### src/rtl/eint_pkg.sv
package eint_pkg;
  localparam int GRP_W  = 4;
  localparam int DATA_W = 32;

  typedef enum logic [GRP_W-1:0] {
    G_STATUS   = 4'd0,
    G_ACK      = 4'd1,
    G_MASK     = 4'd2,
    G_MASK_SET = 4'd3,
    G_MASK_CLR = 4'd4,
    G_POL      = 4'd5,
    G_POL_SET  = 4'd6,
    G_POL_CLR  = 4'd7,
    G_SENS     = 4'd8,
    G_SENS_SET = 4'd9,
    G_SENS_CLR = 4'd10,
    G_SOFT     = 4'd11,
    G_SOFT_SET = 4'd12,
    G_SOFT_CLR = 4'd13,
    G_ENABLE   = 4'd14,
    G_NONE     = 4'd15
  } grp_e;
endpackage

### src/rtl/eint_sync.sv
module eint_sync #(
  parameter int W      = 32,
  parameter int STAGES = 2
) (
  input  logic         clk,
  input  logic         rst,
  input  logic [W-1:0] d_i,
  output logic [W-1:0] q_o
);
  logic [W-1:0] stage_q [STAGES];

  always_ff @(posedge clk) begin
    if (rst) stage_q[0] <= '0;
    else     stage_q[0] <= d_i;
  end

  for (genvar s = 1; s < STAGES; s++) begin : g_stage
    always_ff @(posedge clk) begin
      if (rst) stage_q[s] <= '0;
      else     stage_q[s] <= stage_q[s-1];
    end
  end

  assign q_o = stage_q[STAGES-1];
endmodule

### src/rtl/eint_edge_status.sv
module eint_edge_status #(
  parameter int W = 32
) (
  input  logic         clk,
  input  logic         rst,
  input  logic [W-1:0] sync_i,
  input  logic [W-1:0] pol_i,
  input  logic [W-1:0] sens_i,
  input  logic [W-1:0] soft_i,
  input  logic [W-1:0] ack_i,
  output logic [W-1:0] edge_o,
  output logic [W-1:0] status_o
);
  logic [W-1:0] prev_q;
  logic [W-1:0] edge_q;
  logic [W-1:0] rise, fall, hit, level_act;

  // Edges come from the raw synchronized pin, so a polarity change alone
  // never looks like a transition.
  assign rise      = sync_i & ~prev_q;
  assign fall      = ~sync_i & prev_q;
  assign hit       = (rise & pol_i) | (fall & ~pol_i);
  assign level_act = ~(sync_i ^ pol_i);

  always_ff @(posedge clk) begin
    if (rst) begin
      prev_q <= '0;
      edge_q <= '0;
    end else begin
      prev_q <= sync_i;
      edge_q <= ((edge_q & ~ack_i) | hit) & ~sens_i;
    end
  end

  assign edge_o   = edge_q;
  assign status_o = (sens_i & level_act) | (~sens_i & edge_q) | soft_i;
endmodule

### src/rtl/eint_regs.sv
module eint_regs
  import eint_pkg::*;
#(
  parameter int NUM_LINES = 32,
  parameter int WORDS     = NUM_LINES / DATA_W,
  parameter int WIDX_W    = (WORDS > 1) ? $clog2(WORDS) : 1
) (
  input  logic                 clk,
  input  logic                 rst,
  input  logic                 we_i,
  input  grp_e                 grp_i,
  input  logic [WIDX_W-1:0]    word_i,
  input  logic [DATA_W-1:0]    wdata_i,
  output logic [NUM_LINES-1:0] mask_o,
  output logic [NUM_LINES-1:0] pol_o,
  output logic [NUM_LINES-1:0] sens_o,
  output logic [NUM_LINES-1:0] soft_o,
  output logic [NUM_LINES-1:0] en_o,
  output logic [NUM_LINES-1:0] ack_o
);
  logic [NUM_LINES-1:0] mask_q, pol_q, sens_q, soft_q, en_q;

  for (genvar w = 0; w < WORDS; w++) begin : g_word
    logic sel;
    assign sel = we_i && (word_i == WIDX_W'(w));

    always_ff @(posedge clk) begin
      if (rst) begin
        mask_q[w*DATA_W +: DATA_W] <= '1;
        pol_q [w*DATA_W +: DATA_W] <= '0;
        sens_q[w*DATA_W +: DATA_W] <= '0;
        soft_q[w*DATA_W +: DATA_W] <= '0;
        en_q  [w*DATA_W +: DATA_W] <= '0;
      end else if (sel) begin
        case (grp_i)
          G_MASK_SET: mask_q[w*DATA_W +: DATA_W] <= mask_q[w*DATA_W +: DATA_W] | wdata_i;
          G_MASK_CLR: mask_q[w*DATA_W +: DATA_W] <= mask_q[w*DATA_W +: DATA_W] & ~wdata_i;
          G_POL_SET:  pol_q [w*DATA_W +: DATA_W] <= pol_q [w*DATA_W +: DATA_W] | wdata_i;
          G_POL_CLR:  pol_q [w*DATA_W +: DATA_W] <= pol_q [w*DATA_W +: DATA_W] & ~wdata_i;
          G_SENS_SET: sens_q[w*DATA_W +: DATA_W] <= sens_q[w*DATA_W +: DATA_W] | wdata_i;
          G_SENS_CLR: sens_q[w*DATA_W +: DATA_W] <= sens_q[w*DATA_W +: DATA_W] & ~wdata_i;
          G_SOFT_SET: soft_q[w*DATA_W +: DATA_W] <= soft_q[w*DATA_W +: DATA_W] | wdata_i;
          G_SOFT_CLR: soft_q[w*DATA_W +: DATA_W] <= soft_q[w*DATA_W +: DATA_W] & ~wdata_i;
          G_ENABLE:   en_q  [w*DATA_W +: DATA_W] <= wdata_i;
          default: ;
        endcase
      end
    end

    assign ack_o[w*DATA_W +: DATA_W] = (sel && grp_i == G_ACK) ? wdata_i : '0;
  end

  assign mask_o = mask_q;
  assign pol_o  = pol_q;
  assign sens_o = sens_q;
  assign soft_o = soft_q;
  assign en_o   = en_q;
endmodule

### src/rtl/eint_bank.sv
module eint_bank
  import eint_pkg::*;
#(
  parameter int NUM_LINES   = 32,
  parameter int SYNC_STAGES = 2,
  localparam int WORDS      = NUM_LINES / DATA_W,
  localparam int WIDX_W     = (WORDS > 1) ? $clog2(WORDS) : 1,
  localparam int ADDR_W     = GRP_W + WIDX_W + 2
) (
  input  logic                 clk,
  input  logic                 rst,
  input  logic [NUM_LINES-1:0] pin_i,
  input  logic                 reg_we,
  input  logic                 reg_re,
  input  logic [ADDR_W-1:0]    reg_addr,
  input  logic [DATA_W-1:0]    reg_wdata,
  output logic [DATA_W-1:0]    reg_rdata,
  output logic                 irq_o
);
  grp_e              grp;
  logic [WIDX_W-1:0] word;

  assign grp  = grp_e'(reg_addr[ADDR_W-1 -: GRP_W]);
  assign word = reg_addr[2 +: WIDX_W];

  logic [NUM_LINES-1:0] sync_w, mask_q, pol_q, sens_q, soft_q, en_q, ack_w;
  logic [NUM_LINES-1:0] edge_w, status_w;

  eint_sync #(.W(NUM_LINES), .STAGES(SYNC_STAGES)) u_sync (
    .clk(clk), .rst(rst), .d_i(pin_i), .q_o(sync_w)
  );

  eint_regs #(.NUM_LINES(NUM_LINES), .WORDS(WORDS), .WIDX_W(WIDX_W)) u_regs (
    .clk(clk), .rst(rst), .we_i(reg_we), .grp_i(grp), .word_i(word),
    .wdata_i(reg_wdata), .mask_o(mask_q), .pol_o(pol_q), .sens_o(sens_q),
    .soft_o(soft_q), .en_o(en_q), .ack_o(ack_w)
  );

  eint_edge_status #(.W(NUM_LINES)) u_stat (
    .clk(clk), .rst(rst), .sync_i(sync_w), .pol_i(pol_q), .sens_i(sens_q),
    .soft_i(soft_q), .ack_i(ack_w), .edge_o(edge_w), .status_o(status_w)
  );

  logic [DATA_W-1:0] rd_word;
  always_comb begin
    rd_word = '0;
    for (int w = 0; w < WORDS; w++) begin
      if (word == WIDX_W'(w)) begin
        case (grp)
          G_STATUS: rd_word = status_w[w*DATA_W +: DATA_W];
          G_MASK:   rd_word = mask_q  [w*DATA_W +: DATA_W];
          G_POL:    rd_word = pol_q   [w*DATA_W +: DATA_W];
          G_SENS:   rd_word = sens_q  [w*DATA_W +: DATA_W];
          G_SOFT:   rd_word = soft_q  [w*DATA_W +: DATA_W];
          G_ENABLE: rd_word = en_q    [w*DATA_W +: DATA_W];
          default:  rd_word = '0;
        endcase
      end
    end
  end

  always_ff @(posedge clk) begin
    if (rst) begin
      reg_rdata <= '0;
      irq_o     <= 1'b0;
    end else begin
      if (reg_re) reg_rdata <= rd_word;
      irq_o <= |(status_w & ~mask_q & en_q);
    end
  end
endmodule

### config.mk
export PLATFORM = sky130hd
export DESIGN_NAME = eint_bank
export DESIGN_NICKNAME = d
export VERILOG_FILES = /design/src/rtl/eint_pkg.sv /design/src/rtl/eint_sync.sv /design/src/rtl/eint_edge_status.sv /design/src/rtl/eint_regs.sv /design/src/rtl/eint_bank.sv
export SDC_FILE = /design/constraint.sdc
export NUM_CORES = 1
export LEC_CHECK = 0
export BUFFER_PORTS_ARGS = -buffer_cell sky130_fd_sc_hd__buf_2
export CAP_MARGIN = 20
export CORE_MARGIN = 5
export CORE_UTILIZATION = 60
export DETAILED_ROUTE_END_ITERATION = 10
export GPL_ROUTABILITY_DRIVEN = 0
export HOLD_SLACK_MARGIN = 0.02
export PLACE_DENSITY = 0.8
export SYNTH_ARGS = -nofsm -noshare
export SYNTH_HDL_FRONTEND = slang
export SYNTH_HIERARCHICAL = 1
export SYNTH_SLANG_ARGS = --single-unit
### constraint.sdc
create_clock -name clk -period 2.25 [get_ports clk]
set_input_delay 0.1125 -clock clk [delete_from_list [all_inputs] [get_ports clk]]
set_output_delay 0.1125 -clock clk [all_outputs]
set_load 0.02 [all_outputs]
* Word-level counts from Yosys, hierarchy flattened
Memory sizes are Yosys's and may differ from the RTL's.
Index checks and enable logic that the tools add are counted.
** Storage, ports and cells
- Logic and storage cells :: 83
- Bits of input ports :: 75
- Memory bits (writable) :: 64
- Register bits after elaboration :: 257
- Memories kept :: 1
- Output and inout port bits :: 33
** Operators by class
- Mux-type cells :: 12
- Reduce and logical (&&, ||, !) cells :: 13
- Bitwise logic cells :: 34
- Equality and inequality tests :: 14
** Memory list
- u_sync.stage_q :: words 2, bits a word 32, read ports 2, clocked after memory_dff 0, wr ports 2, line eint_sync.sv:10 : logic [W-1:0] stage_q [STAGES];
** Operators with widths (count)
- 32-bit bitwise AND :: 14
- 32-bit NOT :: 8
- 32-bit bitwise OR :: 8
- 32-bit one-hot mux with 2 select lines :: 4
- 32-bit one-hot mux with 6 select lines :: 1
- 32-bit 2-to-1 mux :: 4
- 32-bit OR reduction :: 1
- 32-bit bitwise XOR :: 1
- 4-bit == test, second input constant :: 7
- 4-bit by 3-bit == test with 1-bit output, second input constant :: 4
- 2-bit AND reduction :: 5
- 4-bit by 2-bit == test with 1-bit output, second input constant :: 2
- 2-bit nonzero test :: 4
- 4-bit by 1-bit == test with 1-bit output, second input constant :: 1
- 4-bit logical NOT :: 1
- 1-bit 2-to-1 mux :: 3
- 1-bit logical AND :: 2
- 1-bit bitwise OR :: 2
- 1-bit NOT :: 1

* Longest topological paths before layout
Gate-level depths: netlist of run 1.
- Depth in word-level cells :: 8
- Mapped depth :: 7
- Gate-level depth less buffers :: 7

* Hierarchy
The synthesis of run 1 kept the hierarchy.
** By module, submodules not included
- eint_regs :: times used 1, cells an instance 680, sequential area each 3203.1 µm², area each 6438.7 µm²
- eint_edge_status :: times used 1, cells an instance 327, sequential area each 1281.2 µm², area each 3474.6 µm²
- eint_bank :: times used 1, cells an instance 278, sequential area each 660.6 µm², area each 2357.3 µm²
- eint_sync :: times used 1, cells an instance 135, sequential area each 1281.2 µm², area each 1918.1 µm²

* Least setup slack after synthesis of run 1
Ideal clock, no wire load.
- Kind :: reg2reg
- Start point :: register with a tool-made name
- End point :: register irq_o
- Slack :: 0.698 ns
- Period minus slack after synthesis :: 1.552 ns
- Arrival time :: 1.425 ns
- Cell stages (with the launch flop) :: 8
- Required time :: 2.123 ns
- Path buffers :: 0
- Setup time :: 0.127 ns
- Cells stage by stage :: dfxtp_1 -> xnor2_1 -> a211o_1 -> and3b_1 -> a31oi_1 -> nand3_1 -> nor4_1 -> a21oi_1
** RTL lines
- to (signal assigned) :: line eint_bank.sv:68 : irq_o <= |(status_w & ~mask_q & en_q);
- to (decl) :: line eint_bank.sv:18 : output logic irq_o

==> key figures, run 1 <==
Run status
  – Outcome: finished, final reports clean

Timing
  – Part of the cycle the worst path needs: 0.861
  – Setup-failing EPs final: 0
  – FMAX: 516 MHz
  – Clk_skew: 0.00713 ns
  – Slew headroom: 0.303
  – RSZ-0062 raised after global routing: no
  – TNS Setup: 0 ns
  – Worst-margin pin slew: 1.04 ns
  – Final Critical Period: 1.94 ns
  – Final Hold Fails: 0
  – Slew Limit Fails: 0
  – Worst Hold Slack: 0.266 ns

Logic synthesis
  – FF+latch count, synth: 321
  – EDFF count, synth: 0
  – Fraction of registers with async set/reset: 0
  – Share of the yosys chip area belonging to registers: 0.453
  – Distinct cells, synth: 42
  – Synthesized area: 14,200 sq um
  – Yosys top cell area share: 0.453
  – Top cells by area, synth: dfxtp_1 45%, a22oi_1 5.1%, a31oi_1 4.6%
  – Ys flop type: dfxtp_1
  – Ys Warns: 6
  – Largest area contributor in the synthesized netlist: dfxtp_1
  – Mapped Cells: 1,420
  – Syn_nets: 1,495
  – Mean Syn Cell Area: 9.99 sq um

CTS
  – Cts bufs inserted: 34
  – Num Clock Sinks: 321
  – Clock root buffer: clkbuf_16
  – H-tree Lvls: 2
  – Hold_buf cts: 70
  – Post-cts resize count: 0
  – Clock slew at reported path FFs: 0.06 ns
  – Worst skew pair latency: 0.51 ns
  – # Post-CTS Setup Buffers: 0
  – CTS tree: yes
  – Clock Path Buffers: 3

Setup path
  – Critical path launch point type: flop
  – Buffers & Inverters on Critical Path: 0
  – Crit path DAT: 2.32 ns
  – Critical Path RT: 2.63 ns
  – Slowest library cell on the worst path: dfxtp_1
  – Worst Path Class, Setup: flop to flop
  – Largest stage delay, worst path: 0.40 ns
  – CP max FO: 5
  – CP top delay family: compound AO/OA/AOI/OAI gates
  – Crit end category: flop
  – CP Cell Sequence: xnor2_1 > a211o_1 > and3b_1 > a31oi_1 > o211ai_1 > nor4_1 > a21oi_1

Pwr
  – VDD IR max: 0.642 mV
  – Total chip power: 13.0 mW
  – Power per Cell Area: 766 nW/um^2
  – Leakage: 6.19 nW

Global route
  – Met1 Use GR: 0.403
  – Met3 Resource Use GR: 0.0587
  – GRT overflow: 0
  – Met2 Use GR: 0.508
  – Overall routing resource usage: 0.313
  – Largest net degree at the start of global routing: 95
  – Vias in the first global route: 12,500
  – Initial antenna violation count: 3
  – First-pass GRT wire length: 67,500 um
  – GRT busiest layer: met2

Route
  – Via density: 6.76
  – DR WL/cell: 22.9 um
  – Routed wire length: 42,800 um
  – 1st-iter DRT viols: 1,695
  – DR vias: 12,700
  – Detail Route Antenna Nets: 0
  – First-pass DRT Iterations: 7
  – Number of remaining DRC errors: 0

Floorplan
  – DIE WIDTH: 164 um
  – Die H: 164 um
  – Floorplan row count: 56
  – Die ar.: 26,800 sq um
  – Area of the core: 23,400 sq um
  – # IOs: 108
  – Starting Density: 0.606

Cells and area
  – Final Instance Count excl. Fillers: 1,872
  – Layout cells sized above 1: 0.208
  – Commonest cells after routing, fill and taps aside: 321 x dfxtp_1, 104 x a31oi_1, 104 x buf_2
  – Area growth, synth to finish: 19.3%
  – Final nets: 1,603
  – Commonest non-fill, non-tap cell in the layout: dfxtp_1

Min path
  – Hold Path Class: input pin to flop

Placed design
  – PortBufs: 105
  – Cells after DPL: 1,741
  – Post-DP HPWL: 24,100 um

Flow run
  – Max Cap Viol: 0
## layer usage
layer	wire (um)	share of wire
met1	16500	0.39
met2	19900	0.46
met3	4580	0.11
met4	1810	0.042
met5	0	0
## power by group
group / switching, mW / leakage, nW / internal (mW) / total [mW]
registers: 0.0930 / 2.61 / 5.81 / 5.91
clock network: 2.28 / 0.601 / 3.75 / 6.03
logic: 0.613 / 2.98 / 0.406 / 1.02
total: 2.98 / 6.19 / 9.97 / 13.0
## layout make-up
class	instances	area [sq um]
inverters	9	33.8
well taps	319	399
clock buffers	45	1020
fillers	1700	6480
clock inverters	13	204
multi-input cells	935	7120
repair buffers	227	1710
diodes	3	7.51
flip-flops and latches	321	6430
## stage by stage
stage	util	cell area, sq um	worst slack (ns)
global route	0.723	16900	0.143
finish	0.723	16900	0.312
CTS	0.723	16900	0.331
detailed placement	0.641	15000	0.318
floorplan	-	14200	0.698
global placement	0.641	15000	0.362
## worst paths after layout
path,slack (ns),to,cells after the start,startpoint
setup / recovery,0.31,irq_o,7,flop
hold / removal,0.27,reg_rdata[14],4,reg_addr[2]
setup reg to reg,0.31,irq_o,7,flop
hold reg to reg,0.43,u_sync/stage_q[1][23],1,u_sync/stage_q[0][23]
## cell usage after synthesis, types with 2 or more instances
cell / count
a21oi_1: 33
a311oi_2: 32
a22o_1: 32
nor3b_1: 2
buf_8: 2
a31oi_1: 104
o21ai_0: 32
or3b_1: 32
nor3b_2: 3
dfxtp_1: 321
nor2b_1: 69
nor2b_2: 60
a211o_1: 32
nand3b_1: 47
xnor2_1: 32
nor2_1: 2
nand3_1: 71
nand2_1: 4
a211oi_1: 64
clkbuf_1: 101
nor4_1: 2
and2_1: 35
buf_2: 43
inv_1: 9
a221o_1: 32
a311oi_1: 32
nor4_2: 3
nand2b_1: 35
and3b_1: 9
o211ai_1: 33
buf_1: 2
a22oi_1: 96
buf_6: 5
## cell families (layout without fill, tap and decap cells)
| kind of cell | Yosys count | after routing | share of synthesized area |
|---|---|---|---|
| AO/OA/AOI/OAI | 522 | 522 | 0.287 |
| buffers and inverters | 164 | 294 | 0.0518 |
| AND/OR/NAND/NOR | 380 | 380 | 0.188 |
| other | 0 | 3 | 0 |
| flip-flops | 321 | 321 | 0.453 |
| XOR/XNOR | 33 | 33 | 0.0209 |
## worst reg2reg max path, delay by kind of cell, from the launching register on
| kind | cells | cell delay [ns] |
|---|---|---|
| AOI/OAI and AO/OA | 4 | 0.88 |
| xor gates and xnor gates | 1 | 0.09 |
| and+or+nand+nor | 2 | 0.45 |
| DFF | 1 | 0.40 |
Note: power is estimated with default switching activity, not from simulation.
==> run 2, diff against run 1 <==
- CORE_ASPECT_RATIO: unset -> 0.6
==> run 2 against run 1 <==
Sequential power is essentially flat. Sequential cell count is the same. Fmax shrank 9.2%. First-iteration DRC count shrank 5.3%. Routed wire length grew 1.5%. Largest power group is now sequential cells.
==> key figures, run 2 (synthesis results as in run 1) <==
Run status
  – Outcome: finished, final reports clean

Route
  – Number of remaining DRC errors: 0
  – DR WL/cell: 23.3 um
  – Routed wire length: 43,400 um
  – First-pass DRT Iterations: 5
  – DR vias: 12,700
  – Via density: 6.81
  – Detail Route Antenna Nets: 0
  – 1st-iter DRT viols: 1,606

CTS
  – Clock Path Buffers: 3
  – # Post-CTS Setup Buffers: 0
  – CTS tree: yes
  – Worst skew pair latency: 0.57 ns
  – Post-cts resize count: 0
  – H-tree Lvls: 1
  – Num Clock Sinks: 321
  – Clock root buffer: clkbuf_16
  – Clock slew at reported path FFs: 0.07 ns
  – Cts bufs inserted: 28

Floorplan
  – # IOs: 108
  – Starting Density: 0.612
  – Die H: 129 um
  – Area of the core: 23,200 sq um
  – DIE WIDTH: 209 um
  – Die ar.: 26,900 sq um
  – Floorplan row count: 43

Setup path
  – Flop2flop setup slack: 0.12 ns
  – Slowest library cell on the worst path: dfxtp_1
  – R2R cell count: 7
  – Critical path launch point type: flop
  – Crit end category: flop
  – Crit path DAT: 2.56 ns
  – Reg2reg end: irq_o
  – Critical Path RT: 2.68 ns
  – Largest stage delay, worst path: 0.43 ns
  – CP Cell Sequence: xnor2_1 > a211o_1 > and3b_1 > a31oi_1 > nand3_1 > nor4_1 > a21oi_1
  – Worst Path Class, Setup: flop to flop
  – CP max FO: 5

Timing
  – Slew headroom: 0.272
  – Part of the cycle the worst path needs: 0.948
  – Final Hold Fails: 0
  – Worst-margin pin slew: 1.09 ns
  – TNS Setup: 0 ns
  – Slew Limit Fails: 0
  – Setup-failing EPs final: 0
  – RSZ-0062 raised after global routing: no
  – Clk_skew: 0.0105 ns
  – Final Critical Period: 2.13 ns
  – Final worst slack: 0.117 ns
  – FMAX: 469 MHz

Placed design
  – Post-place instance area: 15,000 sq um
  – PortBufs: 105
  – Cells after DPL: 1,735
  – Post-DP HPWL: 24,900 um
  – DP Worst Slack: 0.158 ns

Cells and area
  – Post-route cell area: 16,800 sq um
  – Area occupied by multi-input gates: 7120 sq um
  – Area growth, synth to finish: 18.2%
  – Commonest cells after routing, fill and taps aside: 321 x dfxtp_1, 104 x a31oi_1, 104 x buf_2
  – Final Instance Count excl. Fillers: 1,860
  – Ant diodes: 0
  – Final nets: 1,598
  – Layout cells sized above 1: 0.203
  – Seq. cell area: 6430 sq um
  – Final core occ: 0.723
  – Commonest non-fill, non-tap cell in the layout: dfxtp_1
  – Fillers: 1,694

Min path
  – Min-delay src: reg_addr[3]
  – Hold Path Cell Cnt: 3
  – Hold Path Class: input pin to flop

Pwr
  – Leakage: 6.11 nW
  – VDD IR max: 0.600 mV
  – Power per Cell Area: 733 nW/um^2

Global route
  – First-pass GRT wire length: 67,800 um
  – Initial antenna violation count: 1
  – Overall routing resource usage: 0.311
  – Vias in the first global route: 12,200
  – Largest net degree at the start of global routing: 79
  – GRT overflow: 0

Flow run
  – Max Cap Viol: 0
-- run 2: changes by cell type in the layout (fill, tap and decap cells not counted), sizes merged --
cell         before  now
clkinvlp          1    2
diode             3    0
buf             157  156
clkbuf           45   39
inv              10    9
dlygate4sd3      70   72
-- run 2: metrics by stage --
stage	power (mW)	hold WS, ns
finish	12.3	0.222
global route	12.6	0.229
CTS	12.3	0.198
detailed placement	6.93	0.325
global placement	6.90	0.321
floorplan	6.60	0.182
-- run 2: critical path: cells and delay by family, from the launching register on --
family,cells,cell delay [ns]
compound gates,3,0.72
xor+xnor,1,0.10
flops,1,0.43
simple gates,3,0.74
-- run 2: how the worst max path moves through the flow --
stage                start            end  depth (start not counted)
3_3_place_gp   reg_addr[4]  reg_rdata[30]                          7
4_1_cts               flop          irq_o                          7
2_1_floorplan         flop          irq_o                          7
3_5_place_dp   reg_addr[4]  reg_rdata[30]                          7
5_1_grt               flop          irq_o                          7
6_report              flop          irq_o                          7
-- run 2: layer usage --
| layer | part of all wire | vias up | wire [um] | track usage |
|---|---|---|---|---|
| met1 | 0.40 | 6019 | 17500 | 0.426 |
| li1 | - | 5643 | - | - |
| met5 | 0.00016 | - | 7 | 0 |
| met3 | 0.13 | 130 | 5640 | 0.0738 |
| met2 | 0.44 | 878 | 19000 | 0.493 |
| met4 | 0.029 | 2 | 1240 | 0.0984 |
-- run 2: what timing repair did --
action                     in CTS  in global routing
setup endpoints to repair       0                  0
hold buffers                   72                  0
hold endpoints to repair      209                  0
-- run 2: final cells by class --
type | count | area share
multi-input cells | 935 | 0.425
flip-flops and latches | 321 | 0.383
repair buffers | 228 | 0.105
clock buffers | 39 | 0.0491
well taps | 315 | 0.0235
clock inverters | 13 | 0.0119
inverters | 9 | 0.00201
-- run 2: power by group --
| group | internal, mW | switching (mW) | total, mW | leakage [nW] |
|---|---|---|---|---|
| sequential | 5.81 | 0.0922 | 5.90 | 2.61 |
| combinational | 0.414 | 0.621 | 1.03 | 3.00 |
| clock | 3.13 | 2.22 | 5.36 | 0.500 |
| total | 9.36 | 2.94 | 12.3 | 6.11 |
